[config.mk]
export PLATFORM = sky130hd
export DESIGN_NAME = sdram_cmd_front
export DESIGN_NICKNAME = d
export VERILOG_FILES = /design/src/rtl/sdram_fe_pkg.sv /design/src/rtl/sdram_fe_decode.sv /design/src/rtl/sdram_fe_banks.sv /design/src/rtl/sdram_fe_burst.sv /design/src/rtl/sdram_fe_dqm.sv /design/src/rtl/sdram_cmd_front.sv
export SDC_FILE = /design/constraint.sdc
export NUM_CORES = 1
export LEC_CHECK = 0
export BUFFER_PORTS_ARGS = -buffer_cell sky130_fd_sc_hd__buf_2
export CAP_MARGIN = 20
export CORE_MARGIN = 10
export CORE_UTILIZATION = 30
export CTS_CLUSTER_DIAMETER = 200
export DETAILED_ROUTE_END_ITERATION = 10
export PLACE_DENSITY_LB_ADDON = 0.15
export SLEW_MARGIN = 15
export SYNTH_ARGS = -nofsm -noshare
export SYNTH_HDL_FRONTEND = slang
export SYNTH_SLANG_ARGS = --single-unit
[constraint.sdc]
create_clock -name clk -period 2.67 [get_ports clk]
set_input_delay 0.267 -clock clk [delete_from_list [all_inputs] [get_ports clk]]
set_output_delay 0.267 -clock clk [all_outputs]
set_load 0.005 [all_outputs]
[src/rtl/sdram_fe_pkg.sv]
package sdram_fe_pkg;

   typedef enum logic [2:0] {
      OP_NOP = 3'd0,
      OP_ACT = 3'd1,
      OP_RD  = 3'd2,
      OP_WR  = 3'd3,
      OP_PRE = 3'd4,
      OP_REF = 3'd5,
      OP_MRS = 3'd6
   } op_e;

   typedef enum logic [1:0] {
      LP_RUN  = 2'd0,
      LP_PDN  = 2'd1,
      LP_SUSP = 2'd2,
      LP_SREF = 2'd3
   } lp_e;

   // mode register field positions inside the address bus
   localparam int MODE_BL_LSB  = 0;
   localparam int MODE_ILV_BIT = 3;
   localparam int MODE_CL_LSB  = 4;
   localparam int MODE_FIELD_W = 3;

endpackage

[src/rtl/sdram_fe_decode.sv]
module sdram_fe_decode
   import sdram_fe_pkg::*;
(
   input  logic cs_n,
   input  logic ras_n,
   input  logic cas_n,
   input  logic we_n,
   output op_e  op
);

   always_comb begin
      op = OP_NOP;
      if (!cs_n) begin
         unique case ({ras_n, cas_n, we_n})
            3'b011:  op = OP_ACT;
            3'b101:  op = OP_RD;
            3'b100:  op = OP_WR;
            3'b010:  op = OP_PRE;
            3'b001:  op = OP_REF;
            3'b000:  op = OP_MRS;
            default: op = OP_NOP;
         endcase
      end
   end

endmodule

[src/rtl/sdram_fe_banks.sv]
module sdram_fe_banks #(
   parameter  int NUM_BANKS = 4,
   parameter  int ROW_W     = 12,
   localparam int BANK_W    = $clog2(NUM_BANKS)
) (
   input  logic                       clk,
   input  logic                       rst_n,
   input  logic                       act_en,
   input  logic [BANK_W-1:0]          act_bank,
   input  logic [ROW_W-1:0]           act_row,
   input  logic [NUM_BANKS-1:0]       close_mask,
   output logic [NUM_BANKS-1:0]       bank_open,
   output logic [NUM_BANKS*ROW_W-1:0] bank_rows
);

   for (genvar g = 0; g < NUM_BANKS; g++) begin : g_bank
      logic             open_q;
      logic [ROW_W-1:0] row_q;

      always_ff @(posedge clk or negedge rst_n) begin
         if (!rst_n) begin
            open_q <= 1'b0;
            row_q  <= '0;
         end else if (close_mask[g]) begin
            open_q <= 1'b0;
         end else if (act_en && (act_bank == BANK_W'(g))) begin
            open_q <= 1'b1;
            row_q  <= act_row;
         end
      end

      assign bank_open[g]                  = open_q;
      assign bank_rows[g*ROW_W +: ROW_W]   = row_q;
   end

endmodule

[src/rtl/sdram_fe_burst.sv]
module sdram_fe_burst #(
   parameter  int NUM_BANKS = 4,
   parameter  int MAX_BURST = 8,
   parameter  int FULL_CODE = 7,
   localparam int BANK_W    = $clog2(NUM_BANKS),
   localparam int CNT_W     = $clog2(MAX_BURST)
) (
   input  logic                 clk,
   input  logic                 rst_n,
   input  logic                 adv,
   input  logic                 load,
   input  logic                 load_wr,
   input  logic                 load_ap,
   input  logic [BANK_W-1:0]    load_bank,
   input  logic [2:0]           bl_code,
   input  logic                 pre_en,
   input  logic                 pre_every,
   input  logic [BANK_W-1:0]    pre_bank,
   output logic                 active,
   output logic                 burst_wr,
   output logic                 stop,
   output logic [NUM_BANKS-1:0] close_mask
);

   logic [CNT_W-1:0]  cnt_q;
   logic              fp_q;
   logic              ap_q;
   logic              wr_q;
   logic [BANK_W-1:0] bank_q;

   logic [CNT_W:0]    pow;
   logic [CNT_W:0]    pow_m1;
   logic [CNT_W-1:0]  len_m1;
   logic              full;
   logic              last_now;
   logic              last_run;

   always_comb begin
      pow    = (CNT_W+1)'(1) << bl_code;
      pow_m1 = pow - (CNT_W+1)'(1);
      len_m1 = pow_m1[CNT_W-1:0];
      full   = (bl_code == 3'(FULL_CODE));
   end

   assign active   = fp_q || (cnt_q != '0);
   assign burst_wr = wr_q;
   assign stop     = pre_en && !load && active && (pre_every || (pre_bank == bank_q));

   assign last_now = load && load_ap && !full && (len_m1 == '0);
   assign last_run = !load && !stop && adv && ap_q && (cnt_q == CNT_W'(1));

   always_comb begin
      close_mask = '0;
      if (last_now)      close_mask = NUM_BANKS'(1) << load_bank;
      else if (last_run) close_mask = NUM_BANKS'(1) << bank_q;
   end

   always_ff @(posedge clk or negedge rst_n) begin
      if (!rst_n) begin
         cnt_q  <= '0;
         fp_q   <= 1'b0;
         ap_q   <= 1'b0;
         wr_q   <= 1'b0;
         bank_q <= '0;
      end else if (load) begin
         cnt_q  <= full ? '0 : len_m1;
         fp_q   <= full;
         ap_q   <= load_ap && !full && (len_m1 != '0);
         wr_q   <= load_wr;
         bank_q <= load_bank;
      end else if (stop) begin
         cnt_q <= '0;
         fp_q  <= 1'b0;
         ap_q  <= 1'b0;
      end else if (adv && (cnt_q != '0)) begin
         cnt_q <= cnt_q - CNT_W'(1);
         if (cnt_q == CNT_W'(1)) ap_q <= 1'b0;
      end
   end

endmodule

[src/rtl/sdram_fe_dqm.sv]
module sdram_fe_dqm #(
   parameter int LANES = 2,
   parameter int LAT   = 2
) (
   input  logic             clk,
   input  logic             rst_n,
   input  logic [LANES-1:0] dqm,
   output logic [LANES-1:0] rd_oe
);

   if (LAT == 0) begin : g_direct
      assign rd_oe = ~dqm;
   end else begin : g_pipe
      logic [LANES-1:0] stage_q [LAT];

      always_ff @(posedge clk or negedge rst_n) begin
         if (!rst_n) begin
            for (int i = 0; i < LAT; i++) stage_q[i] <= '0;
         end else begin
            stage_q[0] <= dqm;
            for (int i = 1; i < LAT; i++) stage_q[i] <= stage_q[i-1];
         end
      end

      assign rd_oe = ~stage_q[LAT-1];
   end

endmodule

[src/rtl/sdram_cmd_front.sv]
module sdram_cmd_front
   import sdram_fe_pkg::*;
#(
   parameter  int NUM_BANKS   = 4,
   parameter  int ROW_W       = 12,
   parameter  int COL_W       = 8,
   parameter  int AP_BIT      = 10,
   parameter  int LANES       = 2,
   parameter  int RD_MASK_LAT = 2,
   parameter  int MAX_BURST   = 8,
   parameter  int FULL_CODE   = 7,
   parameter  int CL_MIN      = 2,
   parameter  int CL_MAX      = 3,
   localparam int BANK_W      = $clog2(NUM_BANKS)
) (
   input  logic                       clk,
   input  logic                       rst_n,
   input  logic                       cke,
   input  logic                       cs_n,
   input  logic                       ras_n,
   input  logic                       cas_n,
   input  logic                       we_n,
   input  logic [BANK_W-1:0]          ba,
   input  logic [ROW_W-1:0]           addr,
   input  logic [LANES-1:0]           dqm,
   output logic                       act_stb,
   output logic                       rd_stb,
   output logic                       wr_stb,
   output logic                       pre_stb,
   output logic                       ref_stb,
   output logic                       mrs_stb,
   output logic [BANK_W-1:0]          stb_bank,
   output logic [ROW_W-1:0]           stb_row,
   output logic [COL_W-1:0]           stb_col,
   output logic                       stb_auto_pre,
   output logic                       pre_all,
   output logic                       illegal_cmd,
   output logic [NUM_BANKS-1:0]       bank_open,
   output logic [NUM_BANKS*ROW_W-1:0] bank_rows,
   output logic [2:0]                 cfg_cl,
   output logic [2:0]                 cfg_bl,
   output logic                       cfg_ilv,
   output logic [1:0]                 lp_state,
   output logic [LANES-1:0]           rd_lane_oe,
   output logic [LANES-1:0]           wr_byte_en
);

   localparam int BL_MAX_CODE = $clog2(MAX_BURST);

   // elaboration-time parameter checks
   if (NUM_BANKS < 2 || (1 << BANK_W) != NUM_BANKS) begin : g_bad_banks
      $error("NUM_BANKS must be a power of two of at least 2");
   end
   if (AP_BIT >= ROW_W || AP_BIT < COL_W) begin : g_bad_ap
      $error("AP_BIT must lie above the column field and inside the row field");
   end
   if (ROW_W < MODE_CL_LSB + MODE_FIELD_W) begin : g_bad_row
      $error("ROW_W too narrow for the mode register fields");
   end
   if (MAX_BURST < 2 || (1 << BL_MAX_CODE) != MAX_BURST || BL_MAX_CODE >= FULL_CODE) begin : g_bad_burst
      $error("MAX_BURST must be a power of two below the full-page code");
   end
   if (CL_MIN > CL_MAX || CL_MAX > 7) begin : g_bad_cl
      $error("CAS latency range invalid");
   end

   // ---------------- decode ----------------
   op_e op;

   sdram_fe_decode u_dec (
      .cs_n  (cs_n),
      .ras_n (ras_n),
      .cas_n (cas_n),
      .we_n  (we_n),
      .op    (op)
   );

   logic tgt_open;
   logic all_closed;
   logic ap_flag;
   logic acc_act, acc_rd, acc_wr, acc_pre, acc_ref, acc_mrs, bad_cmd;

   always_comb begin
      tgt_open   = bank_open[ba];
      all_closed = (bank_open == '0);
      ap_flag    = addr[AP_BIT];
      acc_act    = cke && (op == OP_ACT) && !tgt_open;
      acc_rd     = cke && (op == OP_RD)  && tgt_open;
      acc_wr     = cke && (op == OP_WR)  && tgt_open;
      acc_pre    = cke && (op == OP_PRE);
      acc_ref    = cke && (op == OP_REF) && all_closed;
      acc_mrs    = cke && (op == OP_MRS) && all_closed;
      bad_cmd    = cke && (((op == OP_ACT) && tgt_open) ||
                           (((op == OP_RD) || (op == OP_WR)) && !tgt_open) ||
                           (((op == OP_REF) || (op == OP_MRS)) && !all_closed));
   end

   // ---------------- burst tracking ----------------
   logic                 brst_active;
   logic                 brst_wr;
   logic                 brst_stop;
   logic [NUM_BANKS-1:0] ap_close;

   sdram_fe_burst #(
      .NUM_BANKS (NUM_BANKS),
      .MAX_BURST (MAX_BURST),
      .FULL_CODE (FULL_CODE)
   ) u_burst (
      .clk        (clk),
      .rst_n      (rst_n),
      .adv        (cke),
      .load       (acc_rd || acc_wr),
      .load_wr    (acc_wr),
      .load_ap    (ap_flag),
      .load_bank  (ba),
      .bl_code    (cfg_bl),
      .pre_en     (acc_pre),
      .pre_every  (ap_flag),
      .pre_bank   (ba),
      .active     (brst_active),
      .burst_wr   (brst_wr),
      .stop       (brst_stop),
      .close_mask (ap_close)
   );

   // ---------------- bank table ----------------
   logic [NUM_BANKS-1:0] pre_close;

   always_comb begin
      pre_close = '0;
      if (acc_pre) pre_close = ap_flag ? '1 : (NUM_BANKS'(1) << ba);
   end

   sdram_fe_banks #(
      .NUM_BANKS (NUM_BANKS),
      .ROW_W     (ROW_W)
   ) u_banks (
      .clk        (clk),
      .rst_n      (rst_n),
      .act_en     (acc_act),
      .act_bank   (ba),
      .act_row    (addr),
      .close_mask (pre_close | ap_close),
      .bank_open  (bank_open),
      .bank_rows  (bank_rows)
   );

   // ---------------- mode register ----------------
   logic [2:0] mode_bl_in;
   logic [2:0] mode_cl_in;
   logic       bl_ok;
   logic       cl_ok;

   always_comb begin
      mode_bl_in = addr[MODE_BL_LSB +: MODE_FIELD_W];
      mode_cl_in = addr[MODE_CL_LSB +: MODE_FIELD_W];
      bl_ok      = (mode_bl_in <= 3'(BL_MAX_CODE)) || (mode_bl_in == 3'(FULL_CODE));
      cl_ok      = (mode_cl_in >= 3'(CL_MIN)) && (mode_cl_in <= 3'(CL_MAX));
   end

   always_ff @(posedge clk or negedge rst_n) begin
      if (!rst_n) begin
         cfg_bl  <= '0;
         cfg_ilv <= 1'b0;
         cfg_cl  <= 3'(CL_MIN);
      end else if (acc_mrs) begin
         cfg_ilv <= addr[MODE_ILV_BIT];
         if (bl_ok) cfg_bl <= mode_bl_in;
         if (cl_ok) cfg_cl <= mode_cl_in;
      end
   end

   // ---------------- low-power classification ----------------
   lp_e lp_q;
   lp_e lp_d;

   always_comb begin
      if (cke)                                 lp_d = LP_RUN;
      else if (lp_q != LP_RUN)                 lp_d = lp_q;
      else if ((op == OP_REF) && all_closed)   lp_d = LP_SREF;
      else if (brst_active)                    lp_d = LP_SUSP;
      else                                     lp_d = LP_PDN;
   end

   always_ff @(posedge clk or negedge rst_n) begin
      if (!rst_n) lp_q <= LP_RUN;
      else        lp_q <= lp_d;
   end

   assign lp_state = lp_q;

   // ---------------- strobes ----------------
   always_ff @(posedge clk or negedge rst_n) begin
      if (!rst_n) begin
         act_stb      <= 1'b0;
         rd_stb       <= 1'b0;
         wr_stb       <= 1'b0;
         pre_stb      <= 1'b0;
         ref_stb      <= 1'b0;
         mrs_stb      <= 1'b0;
         illegal_cmd  <= 1'b0;
         stb_bank     <= '0;
         stb_row      <= '0;
         stb_col      <= '0;
         stb_auto_pre <= 1'b0;
         pre_all      <= 1'b0;
      end else begin
         act_stb      <= acc_act;
         rd_stb       <= acc_rd;
         wr_stb       <= acc_wr;
         pre_stb      <= acc_pre;
         ref_stb      <= acc_ref;
         mrs_stb      <= acc_mrs;
         illegal_cmd  <= bad_cmd;
         stb_bank     <= ba;
         stb_row      <= addr;
         stb_col      <= addr[COL_W-1:0];
         stb_auto_pre <= (acc_rd || acc_wr) && ap_flag;
         pre_all      <= acc_pre && ap_flag;
      end
   end

   // ---------------- byte masks ----------------
   sdram_fe_dqm #(
      .LANES (LANES),
      .LAT   (RD_MASK_LAT)
   ) u_dqm (
      .clk   (clk),
      .rst_n (rst_n),
      .dqm   (dqm),
      .rd_oe (rd_lane_oe)
   );

   logic wr_beat;

   always_comb begin
      wr_beat    = acc_wr || (brst_active && brst_wr && cke && !acc_rd && !brst_stop);
      wr_byte_en = wr_beat ? ~dqm : '0;
   end

endmodule

==> Word level (Yosys, flattened, before mapping) <==
Index checks and enable logic that the tools add are counted.
{ "totals": {"reg_bits": 104, "latch_bits": 0, "ram_bits": 0, "rom_bits": 0, "input_bits": 23, "output_inout_bits": 96, "wordCells": 172, "memories": 0} }
{ "classes": {"add_sub_neg": 2, "multipliers": 0, "n_div": 0, "n_lt_le_gt_ge": 4, "eq_ne": 19, "shift": 3, "n_mux": 31, "bitwise": 7, "n_reduce_logical": 75} }
{ "ops": {"columns": ["op", "count"], "rows": [
  ["logical AND 1 bit", 39],
  ["equality test 3 bit (second input constant)", 7],
  ["one-hot mux 3 bit (6 select lines)", 1],
  ["2-to-1 mux 4 bit", 4],
  ["2-to-1 mux 1 bit", 15],
  ["2-to-1 mux 3 bit", 5],
  ["AND reduction 2 bit", 7],
  ["equality test 3 x 2 -> 1 bit (second input constant)", 4],
  ["nonzero test 2 bit", 6],
  ["nonzero test 3 bit", 4],
  ["2-to-1 mux 2 bit", 5],
  ["equality test 3 x 1 -> 1 bit (second input constant)", 3],
  ["logical OR 1 bit", 9],
  ["left shift 1 x 2 -> 4 bit (first input constant)", 2],
  ["less-or-equal comparator 3 x 2 -> 1 bit (second input constant)", 2],
  ["logical NOT 1 bit", 6],
  ["logical NOT 3 bit", 2],
  ["subtractor 3 x 1 -> 3 bit (second input constant)", 2],
  ["equality test 2 bit (second input constant)", 2],
  ["logical NOT 4 bit", 1],
  ["inverter 1 bit", 4],
  ["inverter 2 bit", 2],
  ["bitwise OR 4 bit", 1],
  ["greater-or-equal comparator 3 x 2 -> 1 bit (second input constant)", 1],
  ["other kinds (7)", 7]
]} }

==> Depth between registers and ports, before layout <==
Gate-level depths: netlist of run 1.
{ "depth": {"word_depth": 21, "mapped_depth": 9, "depth_no_buf": 8} }

==> Cells and area by module <==
Synthesis of run 1 repeated with hierarchy kept, for this count alone.
{ "unflattened": {"hier_cells": 313, "area_unflattened_um2": 4236.6} }
{ "by_module_without_submodules": {"columns": ["module", "n_inst", "cells_per_inst", "area_per_inst_um2", "seq_area_each_um2"], "rows": [
  ["sdram_fe_banks", 1, 123, 2119.5, 1301.2],
  ["sdram_cmd_front", 1, 101, 1295.0, 802.0],
  ["sdram_fe_burst", 1, 78, 678.2, 200.2],
  ["sdram_fe_dqm", 1, 6, 107.6, 100.1],
  ["sdram_fe_decode", 1, 5, 36.3, 0.0]
]} }

==> Worst setup path after synthesis of run 1 <==
No wires, ideal clock.
{ "synth_path": {"path_kind": "register to register", "start": "register u_burst.cnt_q[0]", "end": "register u_banks.g_bank[0].row_q[1]", "setup_time_ns": 0.125, "arrival_time_ns": 2.230, "required_time_ns": 2.545, "slack_ns": 0.316, "stages_incl_launch_ff": 9, "path_buffers": 1, "period_less_slack_ns": 2.354, "path_cell_list": "dfrtp_1 > inv_1 > ha_1 > or3b_2 > nand3_1 > o2111ai_4 > o311ai_4 > buf_6 > mux2_2"} }
{ "synth_between": {"elab_chain_cells": 14, "elab_cells_between_ends": 15, "cone_classes": "eq/ne: 1; mux: 2; bitwise: 2; reduce/logical: 10"} }
{ "synth_lines": {"columns": ["element", "line_no", "rtl"], "rows": [
  ["start: declaration", "sdram_fe_burst.sv:25", "logic [CNT_W-1:0] cnt_q;"],
  ["start signal: assignment", "sdram_fe_burst.sv:66", "cnt_q <= full ? '0 : len_m1;"],
  ["start signal: assignment", "sdram_fe_burst.sv:76", "cnt_q <= cnt_q - CNT_W'(1);"],
  ["nonzero test 3 bit", "sdram_fe_burst.sv:45", "assign active = fp_q || (cnt_q != '0);"],
  ["logical OR 1 bit", "sdram_fe_burst.sv:45", null],
  ["logical AND 1 bit (2 in a row)", "sdram_fe_burst.sv:47", "assign stop = pre_en && !load && active && (pre_every || (pre_bank == bank_q));"],
  ["logical NOT 1 bit", "sdram_fe_burst.sv:50", "assign last_run = !load && !stop && adv && ap_q && (cnt_q == CNT_W'(1));"],
  ["logical AND 1 bit (3 in a row)", "sdram_fe_burst.sv:50", null],
  ["logical AND 1 bit *", "sdram_fe_burst.sv:50", null],
  ["2-to-1 mux 4 bit *", "sdram_fe_burst.sv:55", "else if (last_run) close_mask = NUM_BANKS'(1) << bank_q;"],
  ["2-to-1 mux 4 bit *", "sdram_fe_burst.sv:54", "if (last_now) close_mask = NUM_BANKS'(1) << load_bank;"],
  ["bitwise OR 4 bit *", "sdram_cmd_front.sv:143", ".close_mask (pre_close | ap_close),"],
  ["inverter 1 bit (no line) *", null, null],
  ["AND reduction 2 bit (no line) *", null, null],
  ["end signal: assignment", "sdram_fe_banks.sv:28", "row_q <= act_row;"],
  ["end: declaration", "sdram_fe_banks.sv:18", "logic [ROW_W-1:0] row_q;"]
]} }
Every way passes the cells marked *; elsewhere a longest branch is shown, timed or not.
A chain may end at the register's enable or synchronous reset.

==> Final worst setup path of run 1 <==
Ends and elaborated chain as after synthesis.

==> metrics.yaml, run 1 <==
clk_latency_ns: 0.35
drt_iter0_markers: 66
synth-main-ff-cell: "dfrtp_1"
grt_busiest_layer: "met2"
viasPerCell: 4.67
yosysWarnings: 0
synth_nets: 344
cp_slowest_cell: "or3b_2"
final_layout_size_suffix_gt1_share_pct: 47.7
cts-root-buf: "clkbuf_16"
globalplace.congestion: 0.803
cp_max_fo: 12
dp.final_hpwl_mm: 7.85
die_y_um: 137
fp.coreArea_um2: 13300
critPathLaunchType: "flop"
die_width_um: 137
tns_ns: 0
grt_pass1_wl_mm: 16.9
cp_cell_sequence: "inv_1 -> ha_1 -> or3b_2 -> nand3_2 -> o2111ai_4 -> o311ai_4 -> buf_12 -> mux2_2"
ant_nets: 0
status: "finished clean"
final_common_cell: "buf_2"
grt_pass1_vias: 3057
grt_overflow: 0
synthAdderAreaFrac_pct: 1.53
nets: 463
wl_per_cell_um: 17.4
synth-compound-area-share_pct: 9.63
finalSetupViolations: 0
avgSynthCellArea_um2: 12.9
seq_area_frac_synth_pct: 58.7
crit_required_ns: 2.90
ys_async_sr_fraction_pct: 100
grtUsageMet1_pct: 13.8
drtPass1Iterations: 4
cts_tree: "done"
critPathBufInv: 2
mostFrequentLayoutCells: "buf_2, dfrtp_1, mux2_2, nand2_1, nor2_1"
seq_area_um2: 2400
synth_top_family_by_area: "multiplexers"
rsz0062_at_grt: "false"
dpl-instance-area_um2: 4880
multiInputGateArea_um2: 1470
portBuffers: 118
antenna_found_initial: 1
total_power_w: 0.00374
yosys.cell_types.count: 45
syn_inst: 316
fin_crit_ns: 2.49
clk_pin_slew_ns: 0.07
design_area_um2: 5210
synth-seq-cells: 96
cpPeakStageDelay_ns: 0.48
areaGrowthSynthToFinish_pct: 27.4
synth_xor_area_share_pct: 0.642
post-route-period-util_pct: 93.4
finish.utilization_pct: 39.2
intPower_w: 0.00268
routed_wl_mm: 10.7
grt_max_degree: 52
cts_buffers: 9
use_met3_pct: 6.23
clock_path_buffers: 2
cpLargestDelayFamily: "simple AND/OR/NAND/NOR gates"
cap_violations: 0
dieArea_um2: 18700
htree_levels: 3
arrival_ns: 2.73
initial_utilization_pct: 30.8
synth_edf_count: 0
worstSetupPathType: "reg -> reg"
rows: 42
clock-sinks: 96
clock.fmax_mhz: 401
postCtsSetupBuffers: 0
switching_power_w: 0.00106
power_switching_share_pct: 28.4
hp-class: "in -> reg"
p_leak_nw: 2.73
p_clk_share_pct: 33.4
slew_headroom_pct: 58.1
drcViolationCount: 0
p_comb_share_pct: 19.7
seq_power_share_pct: 46.9
slew_viol_final: 0
endpoint_kind: "flop"
ir_drop_mv: 0.403
netlist_area_um2: 4090
ios: 119
tightest_slew_ns: 0.628
finalHoldViolCount: 0
track_usage_pct: 11.7
vias: 2879
p_per_area_nw_per_um2: 718
synthMuxAreaShare_pct: 14.3
fill_cells: 1331
synth-simple-area-share_pct: 9.30
gr-usage-met2_pct: 17.5
finClkSkew_ns: 0.00518
## state kept, by name, indices dropped and copies added, names as in the netlist, 3 cells and up
name / count
u_banks.g_bank.row_q: 48
cfg_cl: 3
cfg_bl: 3
stb_row: 5
u_banks.g_bank.open_q: 4
u_dqm.g_pipe.stage_q: 4
u_burst.cnt_q: 3
stb_col: 7
## Yosys cell counts (2+ instances only)
cell type	number	area share [%]
mux2_1	4	1.1
o22a_1	2	0.43
buf_2	2	0.24
a32o_1	3	0.73
nand3_1	5	0.61
o21a_1	3	0.55
a21oi_1	12	1.5
dfrtp_1	95	58
o22ai_1	2	0.31
nand3b_1	2	0.37
nor2_1	19	1.7
nand2b_1	11	1.7
or3_1	5	0.76
o21ai_0	8	0.98
buf_6	6	1.7
a21boi_0	2	0.37
or2_2	3	0.46
buf_4	12	2.2
or3b_2	2	0.43
o2111ai_2	3	1.1
nand2_1	19	1.7
o211a_1	3	0.73
xnor2_1	3	0.64
a31oi_1	3	0.46
ha_1	5	1.5
mux2_2	46	13
inv_1	15	1.4
clkbuf_1	4	0.37
## metrics by stage
stage | hold WS (ns) | worst slack, ns | instances
2_1_floorplan | -0.0286 | 0.316 | 316
3_3_place_gp | 0.328 | 0.216 | 599
3_5_place_dp | 0.332 | 0.180 | 599
4_1_cts | 0.0225 | 0.0137 | 616
5_1_grt | 0.0281 | 0.00107 | 616
6_report | 0.0385 | 0.177 | 617
## final cells by class
cell class | count | share of cell area [%]
multi-input combinational | 181 | 28.2
antenna | 1 | 0.0480
inverter | 15 | 1.08
timing repair buffer | 132 | 14.7
tap | 176 | 4.22
clock inverter | 5 | 0.768
clock buffer | 11 | 4.85
sequential | 96 | 46.1
## kinds of logic after synthesis
kind of cell / count (synthesis)
xor+xnor: 3
buf+inv: 39
mux: 51
flops: 96
compound gates: 49
simple gates: 73
fa+ha+maj: 5
## power by group through the flow
stage / sequential [W] / combinational (W) / clock (W)
3_3_place_gp: 0.00177 / 0.000733 / 0
5_1_grt: 0.00178 / 0.000840 / 0.00136
3_5_place_dp: 0.00178 / 0.000742 / 0
6_report: 0.00176 / 0.000736 / 0.00125
2_1_floorplan: 0.00178 / 0.000428 / 0
4_1_cts: 0.00176 / 0.000747 / 0.00131
## worst reg2reg max path, stage by stage (launching register included)
cell       delay [ns]
dfrtp_1          0.41
inv_1            0.09
ha_1             0.18
or3b_2           0.48
nand3_2          0.13
o2111ai_4        0.20
o311ai_4         0.36
buf_12           0.19
mux2_2           0.34
## layer usage
metal  wire (um)  vias up
met4         154        0
met3        1140       11
met2        4850       94
met5           0        -
li1            -     1326
met1        4580     1448
## repair_timing
item,in CTS,in global routing
hold buffers,1,0
setup endpoints to repair,0,13
resized for setup,0,3
hold endpoints to repair,44,0
## worst paths after layout
kind / start / end / slack, ns / depth (start not counted)
setup / recovery: u_burst.cnt_q[0] / u_banks.g_bank[0].row_q[1] / 0.18 / 8
hold / removal: dqm[1] / u_dqm.g_pipe.stage_q[3] / 0.04 / 1
setup reg to reg: u_burst.cnt_q[0] / u_banks.g_bank[0].row_q[1] / 0.18 / 8
hold reg to reg: u_dqm.g_pipe.stage_q[3] / u_dqm.g_pipe.stage_q[1] / 0.36 / 0
max in group asynchronous: rst_n / u_banks.g_bank[3].row_q[5] / 1.50 / 3
min in group asynchronous: rst_n / u_dqm.g_pipe.stage_q[3] / 0.48 / 2
Note: power is estimated with default switching activity, not from simulation.
==> inputs of run 2 (changes only) <==
--- a/config.mk
+++ b/config.mk
@@ -5,6 +5,7 @@
 export SDC_FILE = /design/constraint.sdc
 export NUM_CORES = 1
 export LEC_CHECK = 0
+export ABC_AREA = 1
 export BUFFER_PORTS_ARGS = -buffer_cell sky130_fd_sc_hd__buf_2
 export CAP_MARGIN = 20
 export CORE_MARGIN = 10
==> metrics.yaml, run 2 <==
tns_ns: 0
grt_max_degree: 46
drtPass1Iterations: 4
endpoint_kind: "flop"
fp.coreArea_um2: 14600
track_usage_pct: 12.9
worstSetupPathType: "reg -> reg"
dpl.cell_count: 752
p_per_area_nw_per_um2: 669
htree_levels: 3
dieArea_um2: 20400
clock_path_buffers: 2
cap_violations: 0
min-delay-start: "dqm[1]"
crit_required_ns: 2.96
yosysMostFrequentCell: "nand2_1"
wl_per_cell_um: 16.7
dp_worst_setup_slack_ns: 0.481
wl_met2_mm: 6.13
initial_utilization_pct: 30.9
rsz0062_at_grt: "false"
ios: 119
top_layer: "met4"
design_area_um2: 5450
top_register: "u_banks.g_bank.row_q"
routed_wl_mm: 12.8
ant_nets: 0
wl_met3_um: 771
finish.utilization_pct: 37.2
clk_pin_slew_ns: 0.07
synth_nets: 502
antenna_found_initial: 0
setup_slack_ns: 0.479
slew_headroom_pct: 59.5
largest_reg_flops: 48
die_y_um: 143
clock.fmax_mhz: 456
cts_tree: "done"
arrival_ns: 2.48
reg2reg_to: "u_banks.g_bank[0].row_q[0]"
drt_iter0_markers: 249
avgSynthCellArea_um2: 9.53
ir_drop_mv: 0.279
fill_cells: 1535
dpl-instance-area_um2: 5160
tightest_slew_ns: 0.608
portBuffers: 118
slew_viol_final: 0
status: "finished clean"
cts-root-buf: "clkbuf_16"
cts.repair.resized: 0
grt_pass1_wl_mm: 20.5
synth-seq-cells: 96
top_regs: "u_banks.g_bank.row_q (48), stb_col (7), stb_row (5)"
finalHoldViolCount: 0
finalNonFillerCells: 769
areaGrowthSynthToFinish_pct: 20.6
finClkSkew_ns: 0.00818
ys_async_sr_fraction_pct: 100
drcViolationCount: 0
netlist_area_um2: 4520
final_layout_size_suffix_gt1_share_pct: 34.7
antenna_cells: 0
grt_overflow: 0
die_width_um: 143
mostFrequentLayoutCells: "nand2_1, buf_2, dfrtp_1, nand4_1, inv_1"
critPathLaunchType: "flop"
synth-main-ff-cell: "dfrtp_1"
fin_crit_ns: 2.19
viasPerCell: 4.67
clock-sinks: 96
r2r_slack_ns: 0.48
finalSetupViolations: 0
r2r_cells: 14
nets: 608
wl_met1_mm: 5.70
globalplace.congestion: 0.781
yosys.area.top_type_share_pct: 52.6
post-route-period-util_pct: 82.1
rows: 44
dp.final_hpwl_mm: 9.94
yosys.cell_types.count: 32
seq_area_frac_synth_pct: 53.2
yosysWarnings: 0
final_common_cell: "nand2_1"
min_to: "u_dqm.g_pipe.stage_q[3]"
reg2reg_from: "cfg_bl[1]"
min_path_cells: 1
cp_max_fo: 14
syn_inst: 474
synthTopCellsByCount: "nand2_1, dfrtp_1, nand4_1, inv_1, nand2_2"
clk_latency_ns: 0.35
cts_buffers: 9
hp-class: "in -> reg"
p_leak_nw: 3.02
grt_pass1_vias: 3713
synth_edf_count: 0
vias: 3590
synth_area_leaders: "dfrtp_1, nand2_1, nand4_1, nand2_2, inv_1"
synth_largest_area_cell: "dfrtp_1"
-- run 2: worst max path at each step --
stage / end / slack [ns] / cells after the start / from
floorplan: u_banks.g_bank[0].row_q[10] / 0.74 / 14 / cfg_bl[2]
global placement: u_banks.g_bank[0].row_q[0] / 0.58 / 15 / cfg_bl[1]
detailed placement: u_banks.g_bank[0].row_q[0] / 0.48 / 15 / cfg_bl[1]
CTS: u_banks.g_bank[0].row_q[0] / 0.46 / 14 / cfg_bl[1]
global route: u_banks.g_bank[2].row_q[11] / 0.23 / 15 / cfg_bl[1]
finish: u_banks.g_bank[0].row_q[0] / 0.48 / 14 / cfg_bl[1]
-- run 2: layout make-up --
class | instances | area (um^2) | share of cell area, %
Sequential cell | 96 | 2400 | 44.1
Clock inverter | 7 | 55.1 | 1.01
Multi-Input combinational cell | 306 | 1710 | 31.3
Clock buffer | 9 | 225 | 4.13
Inverter | 41 | 159 | 2.92
Tap cell | 184 | 230 | 4.23
Timing Repair Buffer | 126 | 668 | 12.3
-- run 2: cell families (layout without fill, tap and decap cells) --
kind of cell    count (synthesis)  count (layout)  share of synthesized area [%]
buf+inv                        72             183                           9.00
fa+ha+maj                       5               5                           1.38
mux                             2               2                          0.498
compound gates                 20              20                           2.58
xor+xnor                        2               2                          0.388
flops                          96              96                           53.2
simple gates                  277             277                           33.0
-- run 2: worst max-delay path, stage by stage (launching register included) --
cell	delay, ns
dfrtp_1	0.42
inv_1	0.12
nand2_1	0.06
nor2_1	0.13
inv_1	0.07
ha_1	0.19
nand2_1	0.07
nand2_1	0.07
nor2_1	0.23
nand4_4	0.17
nand2_8	0.14
nand2_4	0.12
nand3_4	0.20
nand2_1	0.08
nand2_1	0.06
-- run 2: per-layer routing --
| metal | vias to the layer above | GRT usage, % |
|---|---|---|
| li1 | 1763 | - |
| met1 | 1734 | 16.3 |
| met2 | 77 | 20.2 |
| met3 | 16 | 3.52 |
| met4 | 0 | 5.43 |
| met5 | - | 0 |
-- run 2: per-stage QoR --
stage                     power [W]  hold slack, ns
after floorplan             0.00215         -0.0286
after global placement      0.00245           0.330
after detailed placement    0.00246           0.330
after CTS                   0.00371          0.0277
after global routing        0.00388          0.0258
final                       0.00364          0.0403
-- run 2: power by group --
group          switching (W)  internal, W
Sequential          0.000117      0.00163
Clock               0.000583     0.000641
Combinational       0.000406     0.000272
Total                0.00111      0.00254
-- run 2: what timing repair did --
action	in CTS	in global routing
hold buffers	1	0
buffers inserted	0	0
endpoints found under the hold margin	43	0
==> inputs of run 3 (changes only) <==
==> constraint.sdc (replaced) <==
create_clock -name clk -period 1.98 [get_ports clk]
set_input_delay 0.198 -clock clk [delete_from_list [all_inputs] [get_ports clk]]
set_output_delay 0.198 -clock clk [all_outputs]
set_load 0.005 [all_outputs]
==> metrics.yaml, run 3 (synthesized netlist as in run 2, its figures left out) <==
ios: 119
ir_drop_mv: 0.475
areaGrowthSynthToFinish_pct: 38.8
tns_ns: 0
critPathLaunchType: "flop"
status: "finished clean"
vias: 3858
fin_crit_ns: 1.95
cts_buffers: 9
clock.fmax_mhz: 512
top_register: "u_banks.g_bank.row_q"
clock_path_buffers: 2
rsz0062_at_grt: "true"
drt_iter0_markers: 250
cap_violations: 0
setup_slack_ns: 0.0276
wl_per_cell_um: 16.9
initial_utilization_pct: 30.9
multiInputGateArea_um2: 2060
largest_reg_flops: 48
crit_required_ns: 2.22
mostFrequentLayoutCells: "buf_2, nand2_1, dfrtp_1, nand4_1, nand2_2"
fill_cells: 1471
grt_overflow: 0
cts_tree: "done"
fp.coreArea_um2: 14600
antenna_cells: 0
cts-root-buf: "clkbuf_16"
routed_wl_mm: 14.0
seq_area_um2: 2400
antenna_found_initial: 0
finClkSkew_ns: 0.00800
dp.final_hpwl_mm: 9.84
slew_viol_final: 0
p_per_area_nw_per_um2: 850
dp_worst_setup_slack_ns: -0.0952
ant_nets: 0
track_usage_pct: 13.5
die_width_um: 143
rows: 44
portBuffers: 118
grt_pass1_vias: 3962
finalSetupViolations: 0
arrival_ns: 2.20
globalplace.congestion: 0.808
clk_pin_slew_ns: 0.07
post-route-period-util_pct: 98.6
endpoint_kind: "flop"
clock-sinks: 96
grt_pass1_wl_mm: 21.5
hp-class: "in -> reg"
top_regs: "u_banks.g_bank.row_q (48), stb_col (7), stb_row (5)"
worstSetupPathType: "reg -> reg"
drcViolationCount: 0
clk_latency_ns: 0.35
nets: 667
htree_levels: 3
cp_max_fo: 7
finish.utilization_pct: 42.8
grt_max_degree: 38
drtPass1Iterations: 5
tightest_slew_ns: 0.530
viasPerCell: 4.66
finalHoldViolCount: 0
slew_headroom_pct: 64.7
final_common_cell: "buf_2"
dieArea_um2: 20400
final_layout_size_suffix_gt1_share_pct: 48.1
p_leak_nw: 3.28
die_y_um: 143
-- run 3: what timing repair did --
action                                  4_1_cts  5_1_grt
resized for setup                            17       62
endpoints found under the hold margin        36        0
pin swaps                                    13       18
cloned                                        4        3
endpoints found under the setup margin       54       56
hold buffers                                  3        0
setup buffers                                20       13
-- run 3: worst max-delay path, cell delays in order (launching register included) --
cell	delay (ns)
dfrtp_1	0.38
inv_2	0.08
nand2_2	0.07
nor2_4	0.09
inv_2	0.06
ha_4	0.16
inv_2	0.04
nand4_1	0.11
nand2_2	0.12
nor2_4	0.05
nand4_4	0.08
nand2_8	0.14
nand2_8	0.14
nand3_4	0.16
nand2_2	0.10
nand2_1	0.05
-- run 3: final cells by class --
cell class | instances | share of cell area (%)
flip-flops and latches | 96 | 38.4
clock buffers | 10 | 3.65
well taps | 184 | 3.67
repair buffers | 178 | 18.2
clock inverters | 6 | 0.698
inverters | 41 | 2.53
multi-input cells | 313 | 32.9
-- run 3: power breakdown --
part,switching (W),internal (W)
combinational,0.000690,0.000647
sequential,0.000161,0.00219
clock,0.000782,0.000859
total,0.00163,0.00370
-- run 3: worst paths after layout --
check / from / to / depth (start not counted) / slack, ns
max: cfg_bl[2] / u_banks.g_bank[3].row_q[0] / 15 / 0.03
min: addr[5] / stb_col[5] / 1 / 0.06
max reg2reg: cfg_bl[2] / u_banks.g_bank[3].row_q[0] / 15 / 0.03
min reg2reg: u_dqm.g_pipe.stage_q[3] / u_dqm.g_pipe.stage_q[1] / 0 / 0.35
max in group asynchronous: rst_n / cfg_cl[1] / 3 / 0.93
min in group asynchronous: rst_n / lp_state[1] / 2 / 0.37
-- run 3: metrics by stage --
stage / cells / hold WS [ns] / area [um^2] / total power (W)
6_report: 828 / 0.0633 / 6270 / 0.00533
5_1_grt: 828 / 0.0533 / 6270 / 0.00563
4_1_cts: 813 / 0.0435 / 5880 / 0.00526
3_5_place_dp: 771 / 0.220 / 5330 / 0.00335
3_3_place_gp: 771 / 0.211 / 5330 / 0.00333
2_1_floorplan: 474 / -0.0976 / 4520 / 0.00290
-- run 3: layer usage --
layer / track usage, % / up-vias / share of wire, %
li1: - / 1889 / -
met1: 17.0 / 1856 / 42
met2: 21.9 / 96 / 50
met3: 2.92 / 17 / 5.9
met4: 5.86 / 0 / 2.4
met5: 0 / - / 0
